**src/rtl/rtc_pkg.sv**
```systemverilog
package rtc_pkg;
  localparam int REG_W    = 8;
  localparam int NUM_REGS = 8;
  localparam int SNAP_W   = REG_W * NUM_REGS;

  // Writable bits per register; unused positions are cleared on load.
  localparam logic [SNAP_W-1:0] KEEP_MASK = 64'hFF1F_3F37_BF7F_7FFF;

  function automatic logic [REG_W-1:0] bcd_next(input logic [REG_W-1:0] v);
    if (v[3:0] == 4'd9) bcd_next = {v[7:4] + 4'd1, 4'd0};
    else                bcd_next = {v[7:4], v[3:0] + 4'd1};
  endfunction

  function automatic logic is_leap(input logic [REG_W-1:0] yr);
    if (yr[4]) is_leap = (yr[3:0] == 4'd2) || (yr[3:0] == 4'd6);
    else       is_leap = (yr[3:0] == 4'd0) || (yr[3:0] == 4'd4) || (yr[3:0] == 4'd8);
  endfunction
endpackage

```
**src/rtl/rtc_bcd_cnt.sv**
```systemverilog
module rtc_bcd_cnt
  import rtc_pkg::*;
#(
  parameter logic [REG_W-1:0] LO = 8'h00,
  parameter logic [REG_W-1:0] HI = 8'h99
) (
  input  logic             clk,
  input  logic             rst,
  input  logic             load,
  input  logic [REG_W-1:0] load_val,
  input  logic             inc,
  output logic [REG_W-1:0] val,
  output logic             wrap
);
  assign wrap = inc && (val == HI);

  always_ff @(posedge clk) begin
    if (rst)       val <= LO;
    else if (load) val <= load_val;
    else if (inc)  val <= (val == HI) ? LO : bcd_next(val);
  end


  wrap_chk: assert property (@(posedge clk) disable iff (rst)
    (inc && !load && val == HI) |=> (val == LO));
endmodule

```
**src/rtl/rtc_hour_cnt.sv**
```systemverilog
module rtc_hour_cnt
  import rtc_pkg::*;
(
  input  logic             clk,
  input  logic             rst,
  input  logic             load,
  input  logic [REG_W-1:0] load_val,
  input  logic             inc,
  output logic [REG_W-1:0] hval,
  output logic             day_carry
);
  logic [REG_W-1:0] nxt;
  logic             carry;

  always_comb begin
    nxt   = hval;
    carry = 1'b0;
    if (hval[7]) begin
      if (hval[4:0] == 5'h12) nxt[4:0] = 5'h01;
      else if (hval[4:0] == 5'h11) begin
        nxt[4:0] = 5'h12;
        nxt[5]   = ~hval[5];
        carry    = hval[5];
      end else if (hval[3:0] == 4'd9) nxt[4:0] = 5'h10;
      else nxt[3:0] = hval[3:0] + 4'd1;
    end else begin
      if (hval[5:0] == 6'h23) begin
        nxt[5:0] = 6'h00;
        carry    = 1'b1;
      end else if (hval[3:0] == 4'd9) nxt[5:0] = {hval[5:4] + 2'd1, 4'd0};
      else nxt[3:0] = hval[3:0] + 4'd1;
    end
  end

  assign day_carry = inc && carry;

  always_ff @(posedge clk) begin
    if (rst)       hval <= '0;
    else if (load) hval <= load_val;
    else if (inc)  hval <= nxt;
  end


  pm_flip_chk: assert property (@(posedge clk) disable iff (rst)
    (inc && !load && hval[7] && hval[4:0] == 5'h11) |=> (hval[5] != $past(hval[5])));

  h24_wrap_chk: assert property (@(posedge clk) disable iff (rst)
    (inc && !load && !hval[7] && hval[5:0] == 6'h23) |=> (hval[5:0] == 6'h00));
endmodule

```
**src/rtl/rtc_month_len.sv**
```systemverilog
module rtc_month_len
  import rtc_pkg::*;
(
  input  logic [REG_W-1:0] month,
  input  logic [REG_W-1:0] year,
  output logic [REG_W-1:0] last_date
);
  always_comb begin
    case (month[4:0])
      5'h02:                      last_date = is_leap(year) ? 8'h29 : 8'h28;
      5'h04, 5'h06, 5'h09, 5'h11: last_date = 8'h30;
      default:                    last_date = 8'h31;
    endcase
  end
endmodule

```
**src/rtl/bcd_rtc_core.sv**
```systemverilog
module bcd_rtc_core
  import rtc_pkg::*;
(
  input  logic              clk,
  input  logic              rst,
  input  logic              tick_en,
  input  logic              load_en,
  input  logic [SNAP_W-1:0] load_data,
  input  logic              ext_rst_n,
  output logic [SNAP_W-1:0] snapshot,
  output logic              xfer_abort
);
  localparam logic [REG_W-1:0] DAY_RST = 8'h31;

  logic [SNAP_W-1:0] ld;
  logic [REG_W-1:0]  hund, sec, mins, hour, day_r, date_r, mon_r, year;
  logic [REG_W-1:0]  last_date;
  logic              run, c_sec, c_min, c_hour, c_day, c_mon, c_year, unused_w;

  assign ld  = load_data & KEEP_MASK;
  assign run = tick_en && !load_en && !day_r[5];

  rtc_bcd_cnt #(.LO(8'h00), .HI(8'h99)) u_hund (
    .clk(clk), .rst(rst), .load(load_en), .load_val(ld[7:0]),
    .inc(run), .val(hund), .wrap(c_sec));
  rtc_bcd_cnt #(.LO(8'h00), .HI(8'h59)) u_sec (
    .clk(clk), .rst(rst), .load(load_en), .load_val(ld[15:8]),
    .inc(c_sec), .val(sec), .wrap(c_min));
  rtc_bcd_cnt #(.LO(8'h00), .HI(8'h59)) u_min (
    .clk(clk), .rst(rst), .load(load_en), .load_val(ld[23:16]),
    .inc(c_min), .val(mins), .wrap(c_hour));
  rtc_hour_cnt u_hour (
    .clk(clk), .rst(rst), .load(load_en), .load_val(ld[31:24]),
    .inc(c_hour), .hval(hour), .day_carry(c_day));
  rtc_month_len u_mlen (.month(mon_r), .year(year), .last_date(last_date));
  rtc_bcd_cnt #(.LO(8'h00), .HI(8'h99)) u_year (
    .clk(clk), .rst(rst), .load(load_en), .load_val(ld[63:56]),
    .inc(c_year), .val(year), .wrap(unused_w));

  assign c_mon  = c_day && (date_r == last_date);
  assign c_year = c_mon && (mon_r == 8'h12);

  always_ff @(posedge clk) begin
    if (rst) begin
      day_r  <= DAY_RST;
      date_r <= 8'h01;
      mon_r  <= 8'h01;
    end else if (load_en) begin
      day_r  <= ld[39:32];
      date_r <= ld[47:40];
      mon_r  <= ld[55:48];
    end else begin
      if (c_day) begin
        day_r[2:0] <= (day_r[2:0] == 3'd7) ? 3'd1 : day_r[2:0] + 3'd1;
        date_r     <= (date_r == last_date) ? 8'h01 : bcd_next(date_r);
      end
      if (c_mon) mon_r <= (mon_r == 8'h12) ? 8'h01 : bcd_next(mon_r);
    end
  end

  always_ff @(posedge clk) begin
    if (rst) xfer_abort <= 1'b0;
    else     xfer_abort <= !day_r[4] && !ext_rst_n;
  end

  assign snapshot = {year, mon_r, date_r, day_r, hour, mins, sec, hund};


  osc_hold_chk: assert property (@(posedge clk) disable iff (rst)
    (!load_en && snapshot[37]) |=> $stable(snapshot));

  load_img_chk: assert property (@(posedge clk) disable iff (rst)
    load_en |=> (snapshot == $past(load_data & KEEP_MASK)));

  abort_req_chk: assert property (@(posedge clk) disable iff (rst)
    (!ext_rst_n && !snapshot[36]) |=> xfer_abort);
endmodule

```
**config.mk**
```make
export PLATFORM = sky130hd
export DESIGN_NAME = bcd_rtc_core
export DESIGN_NICKNAME = d
export VERILOG_FILES = /design/src/rtl/rtc_pkg.sv /design/src/rtl/rtc_bcd_cnt.sv /design/src/rtl/rtc_hour_cnt.sv /design/src/rtl/rtc_month_len.sv /design/src/rtl/bcd_rtc_core.sv
export SDC_FILE = /design/constraint.sdc
export NUM_CORES = 1
export LEC_CHECK = 0
export BUFFER_PORTS_ARGS = -buffer_cell sky130_fd_sc_hd__buf_2
export CAP_MARGIN = 20
export CORE_UTILIZATION = 45
export CTS_CLUSTER_DIAMETER = 100
export CTS_CLUSTER_SIZE = 28
export DETAILED_ROUTE_END_ITERATION = 16
export PLACE_DENSITY = 0.76
export SETUP_SLACK_MARGIN = 0.02
export SKIP_LAST_GASP = 1
export SYNTH_ARGS = -nofsm -noshare
export SYNTH_HDL_FRONTEND = slang
export SYNTH_SLANG_ARGS = --single-unit
```
**constraint.sdc**
```tcl
create_clock -name clk -period 2.6 [get_ports clk]
set_input_delay 0.78 -clock clk [delete_from_list [all_inputs] [get_ports clk]]
set_output_delay 0.78 -clock clk [all_outputs]
set_load 0.005 [all_outputs]
```
==> results of run 1 <==
-- cell usage after synthesis, drive strengths merged (7+ instances only) --
library cell   n  share of area (%)
nor2          63                5.9
dfxtp         61                 29
a21oi         50                6.3
nand2         45                4.1
o21ai         28                3.5
clkbuf        19                1.7
ha            19                5.7
inv           19                1.7
nand3         18                2.2
buf           17                2.6
nor3          17                2.4
or3           12                1.9
a211oi        11                2.4
mux2i          9                2.2
nand2b         9                1.4
nand4          8                1.6
and3b          7                1.5
nand3b         7                1.3
xnor2          7                1.5
-- cell usage in the layout (no fill, tap or decap), types with 4 or more instances in the layout --
cell type	count
sky130_fd_sc_hd__dfxtp_1	57
sky130_fd_sc_hd__inv_1	18
sky130_fd_sc_hd__a21oi_1	49
sky130_fd_sc_hd__xnor2_1	7
sky130_fd_sc_hd__nor2_1	62
sky130_fd_sc_hd__nor3_1	13
sky130_fd_sc_hd__buf_4	27
sky130_fd_sc_hd__mux2i_1	9
sky130_fd_sc_hd__nand3_1	17
sky130_fd_sc_hd__nand3b_1	7
sky130_fd_sc_hd__buf_2	118
sky130_fd_sc_hd__o211ai_1	6
sky130_fd_sc_hd__a211oi_1	9
sky130_fd_sc_hd__o21ai_0	27
sky130_fd_sc_hd__or3_1	11
sky130_fd_sc_hd__nor2b_1	6
sky130_fd_sc_hd__nand2b_1	9
sky130_fd_sc_hd__conb_1	4
sky130_fd_sc_hd__a211o_1	4
sky130_fd_sc_hd__clkbuf_8	11
sky130_fd_sc_hd__nand2_1	45
sky130_fd_sc_hd__nand4_1	7
sky130_fd_sc_hd__and3_1	4
sky130_fd_sc_hd__and2_1	6
sky130_fd_sc_hd__a31oi_1	5
sky130_fd_sc_hd__and3b_2	4
sky130_fd_sc_hd__xor2_1	4
sky130_fd_sc_hd__ha_1	19
sky130_fd_sc_hd__nor3_2	4
sky130_fd_sc_hd__nor3b_1	5
sky130_fd_sc_hd__dfxtp_2	4
-- metrics by stage --
step                      utilization (%)  TNS [ns]  hold slack, ns
after floorplan                         -         0           0.435
after global placement               55.9     -1.62           0.421
after detailed placement             55.9     -2.49           0.433
after CTS                            58.4         0           0.438
after global routing                 59.0         0           0.455
final                                59.0         0           0.437
-- routing by layer --
layer	track usage (%)	up-vias
li1	-	2146
met2	40.4	134
met1	30.5	2078
met3	4.94	17
met5	0	-
met4	9.64	0
-- sequential cells by signal, indices dropped and copies added, names as in the netlist --
name	cells
date_r	8
mon_r	8
u_hund.val	8
u_min.val	8
u_sec.val	8
u_year.val	8
u_hour.hval	7
day_r	5
xfer_abort	1
-- worst paths after layout --
| kind | slack, ns | from | endpoint | cells past startpoint |
|---|---|---|---|---|
| worst max-delay path | 0.15 | load_en | mon_r[2] | 7 |
| worst min-delay path | 0.44 | day_r[4] | xfer_abort | 1 |
| worst max register to register | 0.18 | u_min.val[1] | u_year.val[2] | 9 |
| worst min register to register | 0.44 | day_r[4] | xfer_abort | 1 |
-- cell type report --
class / count / share of cell area (%)
inverter: 20 / 1.51
timing repair buffer: 146 / 15.6
clock buffer: 13 / 3.04
clock inverter: 3 / 1.29
sequential: 61 / 23.5
tap: 108 / 2.59
multi-input combinational: 415 / 52.5
-- power breakdown --
part	total [mW]	internal (mW)	switching (mW)
Clock	0.987	0.594	0.394
Sequential	1.07	0.987	0.0787
Combinational	0.413	0.196	0.217
-- logic make-up (layout without fill, tap and decap cells) --
| family | Yosys count | in the layout | share of synthesized area [%] |
|---|---|---|---|
| AND/OR/NAND/NOR | 225 | 226 | 30.0 |
| other | 1 | 4 | 0.0900 |
| adder cells (fa/ha/maj) | 19 | 19 | 5.70 |
| AO/OA/AOI/OAI | 142 | 143 | 23.5 |
| buffers and inverters | 56 | 182 | 6.06 |
| XOR/XNOR | 11 | 11 | 2.31 |
| multiplexers | 12 | 12 | 2.97 |
| flip-flops | 61 | 61 | 29.3 |
-- what timing repair did --
| action | in CTS | in global routing |
|---|---|---|
| setup endpoints to repair | 0 | 8 |
| resized for setup | 0 | 13 |
| setup buffers | 0 | 1 |
| hold buffers | 0 | 0 |
==> summary.md, run 1 <==
• result of the run: completed
• share of the clock period used by the worst path after layout: 94.3%
• global-route total usage across every layer: 24.2%
• Top Ports: 134
• final cell count without fillers: 766
• number of design rule violations left after detail routing: 0
• flip-flop and latch count after synthesis: 61
• final-layout fill cell count: 813
• ant diodes: 0
• CTS tree: done
• # placed instances: 747
• total iterations of the first detailed-routing run: 9
• clock tree root buffer cell: sky130_fd_sc_hd__clkbuf_8
• total power density per cell area: 472 nW/um^2
• HPWL reported at the end of detailed placement: 8.31 mm
• antenna violations before repair: 0
• count of buffers inserted at the top-level ports: 118
• DR WL met2: 5.43 mm
• setup slack at placement: -0.240 ns
• Clock Sinks: 61
• sequential area share after synthesis: 29.3%
• area delta synth->final: 25.3%
• total number of H-tree levels: 3
• Top FF cell, synth: sky130_fd_sc_hd__dfxtp_1
• effective utilization at floorplan: 47.1%
• max_slew headroom: 53.7%
• hold violation count in the final report: 0
• HP Class: flip-flop to flip-flop
• number of clock buffers inserted by TritonCTS: 9
• EDFF count, synth: 0
• highest ir drop seen on vdd: 0.266 mV
• data required time of the worst path: 2.83 ns
• Max-cap violations: 0
• number of DRC markers after the initial detailed-route iteration: 198
• total length of routed wires: 11.7 mm
• Core Rows: 34
• Clock transition at path regs: 0.07 ns
• slew at the pin closest to its max-slew limit: 0.692 ns
• post-route worst setup slack: 0.149 ns
• master of the slowest instance on the critical path: sky130_fd_sc_hd__buf_4
• vias in the first global route: 4080
• remaining number of nets flagged by the antenna check after routing: 0
• Final setup viols: 0
• type of the setup path with the least slack: input port to flip-flop
• largest driver fanout on the critical path: 45
• library cell appearing most often on the critical path: sky130_fd_sc_hd__buf_4
• routed length on met3: 800 um
• sequential cell area: 1230 um^2
• die boundary height: 98.2 um
• CP Launch Type: input port
• average cell area after synthesis: 7.91 um^2
• Placed Instance Area: 4940 um^2
• cell-by-cell listing of the critical path: buf_2 -> buf_4 -> buf_4 -> clkinvlp_4 -> buf_4 -> and4_1 -> a2111oi_1
• maximum number of pins on one net before global-route repair: 46
• critical path capture point type: flip-flop
• CP top delay family: buffers and inverters
• number of buffers on the longest clock path: 2
• Placeable Area: 8850 um^2
• CP bufs+invs: 5
• average wire per cell in the routed design: 15.3 um
• worst clock skew on the final layout: 0.0109 ns
• max-slew violation count: 0
• GRT Residual Overflow: 0
• yosys warns: 0
• distinct cell type count after synthesis: 77
• Synth Cell Area: 4170 um^2
• Tmin final: 2.45 ns
• Data arrival, critical path: 2.68 ns
• area taken by multi-input logic gates: 2740 um^2
• wire length of the first global-routing pass: 19.0 mm
• post-route design area: 5220 um^2
• Skew-Pair Late Insertion Delay: 0.35 ns
• Met1 Routed Length: 5.30 mm
• CP peak stage delay: 0.46 ns
• share of cells above drive strength 1: 30.7%
• maximum clock frequency: 408 MHz
• number of nets in the layout: 741
• fraction of registers with async set or reset after synthesis: 0%
• topmost layer with routed signal wires: met4
• Via Count: 4375
• die footprint: 9650 um^2
• RSZ-0062 raised after global routing: no
• total power consumption of the routed design: 2.47 mW
• DIE WIDTH: 98.2 um
• cell count after synthesis: 527
• routability-driven placement congestion ratio: 0.850
• detailed-route vias per instance: 5.71
• LEAKAGE: 2.26 nW
Note: power is estimated with default switching activity, not from simulation.
==> run 2: changes to the inputs <==
- CORE_ASPECT_RATIO: unset -> 1.2
- CORE_MARGIN: unset -> 5
==> summary.md, run 2 (synthesized netlist as in run 1, its figures left out) <==
• slew at the pin closest to its max-slew limit: 0.594 ns
• die boundary height: 115 um
• Placed Instance Area: 4990 um^2
• detailed-route vias per instance: 5.67
• effective utilization at floorplan: 46.1%
• Clock Sinks: 61
• share of cells above drive strength 1: 30.9%
• total length of routed wires: 12.0 mm
• HP Class: flip-flop to flip-flop
• average wire per cell in the routed design: 15.3 um
• clock tree root buffer cell: sky130_fd_sc_hd__clkbuf_8
• data required time of the worst path: 2.89 ns
• number of buffers on the longest clock path: 2
• Placeable Area: 9030 um^2
• maximum clock frequency: 404 MHz
• slack of the worst reg-to-reg path: 0.13 ns
• hold path endpoint: xfer_abort
• number of clock buffers inserted by TritonCTS: 9
• end of the worst register-to-register path: mon_r[7]
• number of nets in the layout: 746
• antenna violations before repair: 0
• global-route total usage across every layer: 21.0%
• setup total negative slack: 0 ns
• LEAKAGE: 2.28 nW
• wire length of the first global-routing pass: 19.6 mm
• Data arrival, critical path: 2.76 ns
• routability-driven placement congestion ratio: 0.880
• area delta synth->final: 25.7%
• share of the clock period used by the worst path after layout: 95.1%
• launch point of the worst hold path: day_r[4]
• CTS hold repair buffers: 0
• post-route worst setup slack: 0.128 ns
• Skew-Pair Late Insertion Delay: 0.35 ns
• startpoint of the worst register-to-register path: mon_r[0]
• Core Rows: 38
• largest driver fanout on the critical path: 10
• DIE WIDTH: 97.9 um
• final-layout fill cell count: 842
• max-slew violation count: 0
• worst clock skew on the final layout: 0.00731 ns
• max_slew headroom: 60.3%
• highest ir drop seen on vdd: 0.284 mV
• HPWL reported at the end of detailed placement: 8.88 mm
• post-route design area: 5240 um^2
• ant diodes: 0
• CTS tree: done
• total iterations of the first detailed-routing run: 5
• Via Count: 4430
• commonest non-fill, non-tap cell in the layout: sky130_fd_sc_hd__buf_2
• count of buffers inserted at the top-level ports: 118
• type of the setup path with the least slack: flip-flop to flip-flop
• critical path capture point type: flip-flop
• die footprint: 11300 um^2
• Clock transition at path regs: 0.07 ns
• number of DRC markers after the initial detailed-route iteration: 221
• vias in the first global route: 4181
• Max-cap violations: 0
• hold violation count in the final report: 0
• Tmin final: 2.47 ns
• Final setup viols: 0
• RSZ-0062 raised after global routing: no
• total number of H-tree levels: 3
• worst setup path start: mon_r[0]
• Hold Path Stages: 1
• result of the run: completed
• Final Util: 58.0%
• number of design rule violations left after detail routing: 0
• GRT Residual Overflow: 0
• Top Ports: 134
• CP Launch Type: flip-flop
• Reg2Reg Depth: 7
• remaining number of nets flagged by the antenna check after routing: 0
• setup slack at placement: -0.259 ns
• total power density per cell area: 430 nW/um^2
• highest-count cells in the layout ignoring fill and taps: sky130_fd_sc_hd__buf_2, sky130_fd_sc_hd__nor2_1, sky130_fd_sc_hd__dfxtp_1, sky130_fd_sc_hd__a21oi_1, sky130_fd_sc_hd__nand2_1
• maximum number of pins on one net before global-route repair: 40
• total power consumption of the routed design: 2.25 mW
==> run 2: per-stage QoR <==
stage | hold slack, ns | std cells
4_1_cts | 0.466 | 777
3_3_place_gp | 0.452 | 763
3_5_place_dp | 0.452 | 763
6_report | 0.465 | 781
2_1_floorplan | 0.435 | 530
5_1_grt | 0.477 | 781
==> run 2: how the worst max path moves through the flow <==
| stage | endpoint | slack [ns] | cells after the start |
|---|---|---|---|
| 3_3_place_gp | u_year.val[1] | -0.14 | 9 |
| 4_1_cts | u_year.val[2] | 0.06 | 7 |
| 6_report | mon_r[7] | 0.13 | 7 |
| 2_1_floorplan | u_year.val[1] | 0.03 | 7 |
| 3_5_place_dp | u_year.val[2] | -0.26 | 8 |
| 5_1_grt | mon_r[4] | 0.02 | 7 |
==> run 2: layer usage <==
layer | track usage, % | vias to the layer above | routed length (um)
met3 | 5.18 | 19 | 889
met1 | 25.0 | 2085 | 5010
met2 | 36.9 | 164 | 5840
met4 | 7.66 | 0 | 226
li1 | - | 2162 | -
met5 | 0 | - | 0
==> run 2: what timing repair did <==
action                                  in CTS  in global routing
resized for setup                            0                 11
buffers inserted                             0                  3
endpoints found under the setup margin       0                 10
==> run 2: area by class of cell <==
cell class / count / area [um^2] / area share [%]
Inverter: 20 / 75.1 / 1.43
Sequential cell: 61 / 1220 / 23.3
Tap cell: 120 / 150 / 2.87
Timing Repair Buffer: 152 / 871 / 16.6
Clock buffer: 12 / 155 / 2.96
Multi-Input combinational cell: 414 / 2760 / 52.6
Clock inverter: 2 / 10.0 / 0.191
==> run 2: worst max-delay path: stages, from the launching register on <==
cell and delay (ns):
sky130_fd_sc_hd__dfxtp_1 0.47, sky130_fd_sc_hd__inv_2 0.10, sky130_fd_sc_hd__o41ai_2 0.35, sky130_fd_sc_hd__o31ai_2 0.17
sky130_fd_sc_hd__or3_4 0.46, sky130_fd_sc_hd__a21o_1 0.35, sky130_fd_sc_hd__nor4_4 0.31, sky130_fd_sc_hd__mux2i_1 0.19
==> run 2: where the power goes <==
group / total (mW) / switching [mW] / internal (mW)
Combinational: 0.420 / 0.220 / 0.200
Sequential: 1.06 / 0.0778 / 0.986
Clock: 0.767 / 0.382 / 0.385
==> run 3: changes to the inputs <==
- CELL_PAD_IN_SITES_DETAIL_PLACEMENT: unset -> 1
- CELL_PAD_IN_SITES_GLOBAL_PLACEMENT: unset -> 1
- CORE_UTILIZATION: 45 -> 33
- PLACE_DENSITY: 0.76 -> 0.77
==> summary.md, run 3 (synthesized netlist as in run 1, its figures left out) <==
• total power density per cell area: 485 nW/um^2
• ant diodes: 0
• final cell count without fillers: 837
• routability-driven placement congestion ratio: 0.832
• hold violation count in the final report: 0
• detailed-route vias per instance: 5.38
• total power consumption of the routed design: 2.64 mW
• result of the run: completed
• CTS tree: done
• Final Util: 43.6%
• # placed instances: 815
• Data arrival, critical path: 2.75 ns
• RSZ-0062 raised after global routing: no
• clock tree root buffer cell: sky130_fd_sc_hd__clkbuf_16
• CTS hold repair buffers: 0
• wire length of the first global-routing pass: 24.1 mm
• DIE WIDTH: 113 um
• area delta synth->final: 30.7%
• setup slack at placement: -0.213 ns
• HP Class: flip-flop to flip-flop
• GRT Residual Overflow: 0
• number of DRC markers after the initial detailed-route iteration: 172
• Hold Path Stages: 1
• maximum clock frequency: 403 MHz
• HPWL reported at the end of detailed placement: 11.0 mm
• share of the clock period used by the worst path after layout: 95.5%
• Max-cap violations: 0
• Clock Sinks: 61
• die boundary height: 133 um
• worst clock skew on the final layout: 0.00417 ns
• Top Ports: 134
• number of design rule violations left after detail routing: 0
• number of buffers on the longest clock path: 2
• total iterations of the first detailed-routing run: 4
• count of buffers inserted at the top-level ports: 118
• slew at the pin closest to its max-slew limit: 0.621 ns
• Final Hold Slack: 0.477 ns
• type of the setup path with the least slack: flip-flop to flip-flop
• master of the slowest instance on the critical path: sky130_fd_sc_hd__or4_4
• largest driver fanout on the critical path: 12
• CP Launch Type: flip-flop
• Core Rows: 45
• share of cells above drive strength 1: 31.2%
• highest-count cells in the layout ignoring fill and taps: sky130_fd_sc_hd__buf_2, sky130_fd_sc_hd__nor2_1, sky130_fd_sc_hd__dfxtp_1, sky130_fd_sc_hd__a21oi_1, sky130_fd_sc_hd__nand2_1
• average wire per cell in the routed design: 17.4 um
• CP peak stage delay: 0.60 ns
• data required time of the worst path: 2.86 ns
• Placeable Area: 12500 um^2
• total number of H-tree levels: 3
• post-route worst setup slack: 0.118 ns
• remaining number of nets flagged by the antenna check after routing: 0
• cell-by-cell listing of the critical path: inv_1 -> ha_1 -> and3b_2 -> nand4_4 -> or4_4 -> buf_12 -> nor3_2 -> a21oi_1 -> or3_1 -> a31oi_1
• Tmin final: 2.48 ns
• critical path capture point type: flip-flop
• maximum number of pins on one net before global-route repair: 51
• effective utilization at floorplan: 33.3%
• highest ir drop seen on vdd: 0.272 mV
• number of clock buffers inserted by TritonCTS: 9
• Via Count: 4502
• Reg2Reg Depth: 10
• die footprint: 15000 um^2
• number of nets in the layout: 756
• Final setup viols: 0
• antenna violations before repair: 0
• max-slew violation count: 0
• Skew-Pair Late Insertion Delay: 0.34 ns
• commonest non-fill, non-tap cell in the layout: sky130_fd_sc_hd__buf_2
• max_slew headroom: 58.4%
• LEAKAGE: 2.38 nW
• global-route total usage across every layer: 19.5%
• total length of routed wires: 14.5 mm
• Clock transition at path regs: 0.05 ns
• vias in the first global route: 4893
[run 3: changes by cell type in the layout (fill, tap and decap cells not counted), sizes merged]
cell,previous run,this run
clkinv,3,2
a21oi,51,50
buf,152,163
clkbuf,12,15
[run 3: area by class of cell]
type / count / area (um^2)
flip-flops and latches: 61 / 1220
fillers: 1578 / 7050
repair buffers: 163 / 953
clock inverters: 1 / 5.00
inverters: 20 / 75.1
multi-input cells: 413 / 2720
well taps: 164 / 205
clock buffers: 15 / 268
[run 3: path summary, 6_finish.rpt]
path           endpoint  slack (ns)           from
max           date_r[4]        0.12  u_hund.val[5]
min          xfer_abort        0.48       day_r[4]
max reg2reg   date_r[4]        0.12  u_hund.val[5]
min reg2reg  xfer_abort        0.48       day_r[4]
[run 3: critical path: cells and delay by family (launching register included)]
kind,cells,cell delay [ns]
compound gates,2,0.19
fa+ha+maj,1,0.17
buf+inv,2,0.27
flops,1,0.34
simple gates,5,1.44
[run 3: metrics by stage]
step | TNS [ns] | instance area (um^2)
2_1_floorplan | 0 | 4180
6_report | 0 | 5450
3_5_place_dp | -2.96 | 5110
3_3_place_gp | -2.09 | 5110
4_1_cts | 0 | 5390
5_1_grt | 0 | 5450
[run 3: power breakdown]
part	internal [mW]	switching, mW
Combinational	0.211	0.239
Clock	0.697	0.431
Sequential	0.988	0.0752
[run 3: what timing repair did]
| item | CTS | global route |
|---|---|---|
| resized for setup | 0 | 7 |
| setup buffers | 0 | 6 |
| setup endpoints to repair | 0 | 14 |
[run 3: metal layers]
layer	vias up	wire, um	GRT usage (%)
met5	-	0	0
met4	0	368	9.08
met3	27	532	3.68
met2	97	7700	35.3
met1	2196	5920	21.8
li1	2182	-	-
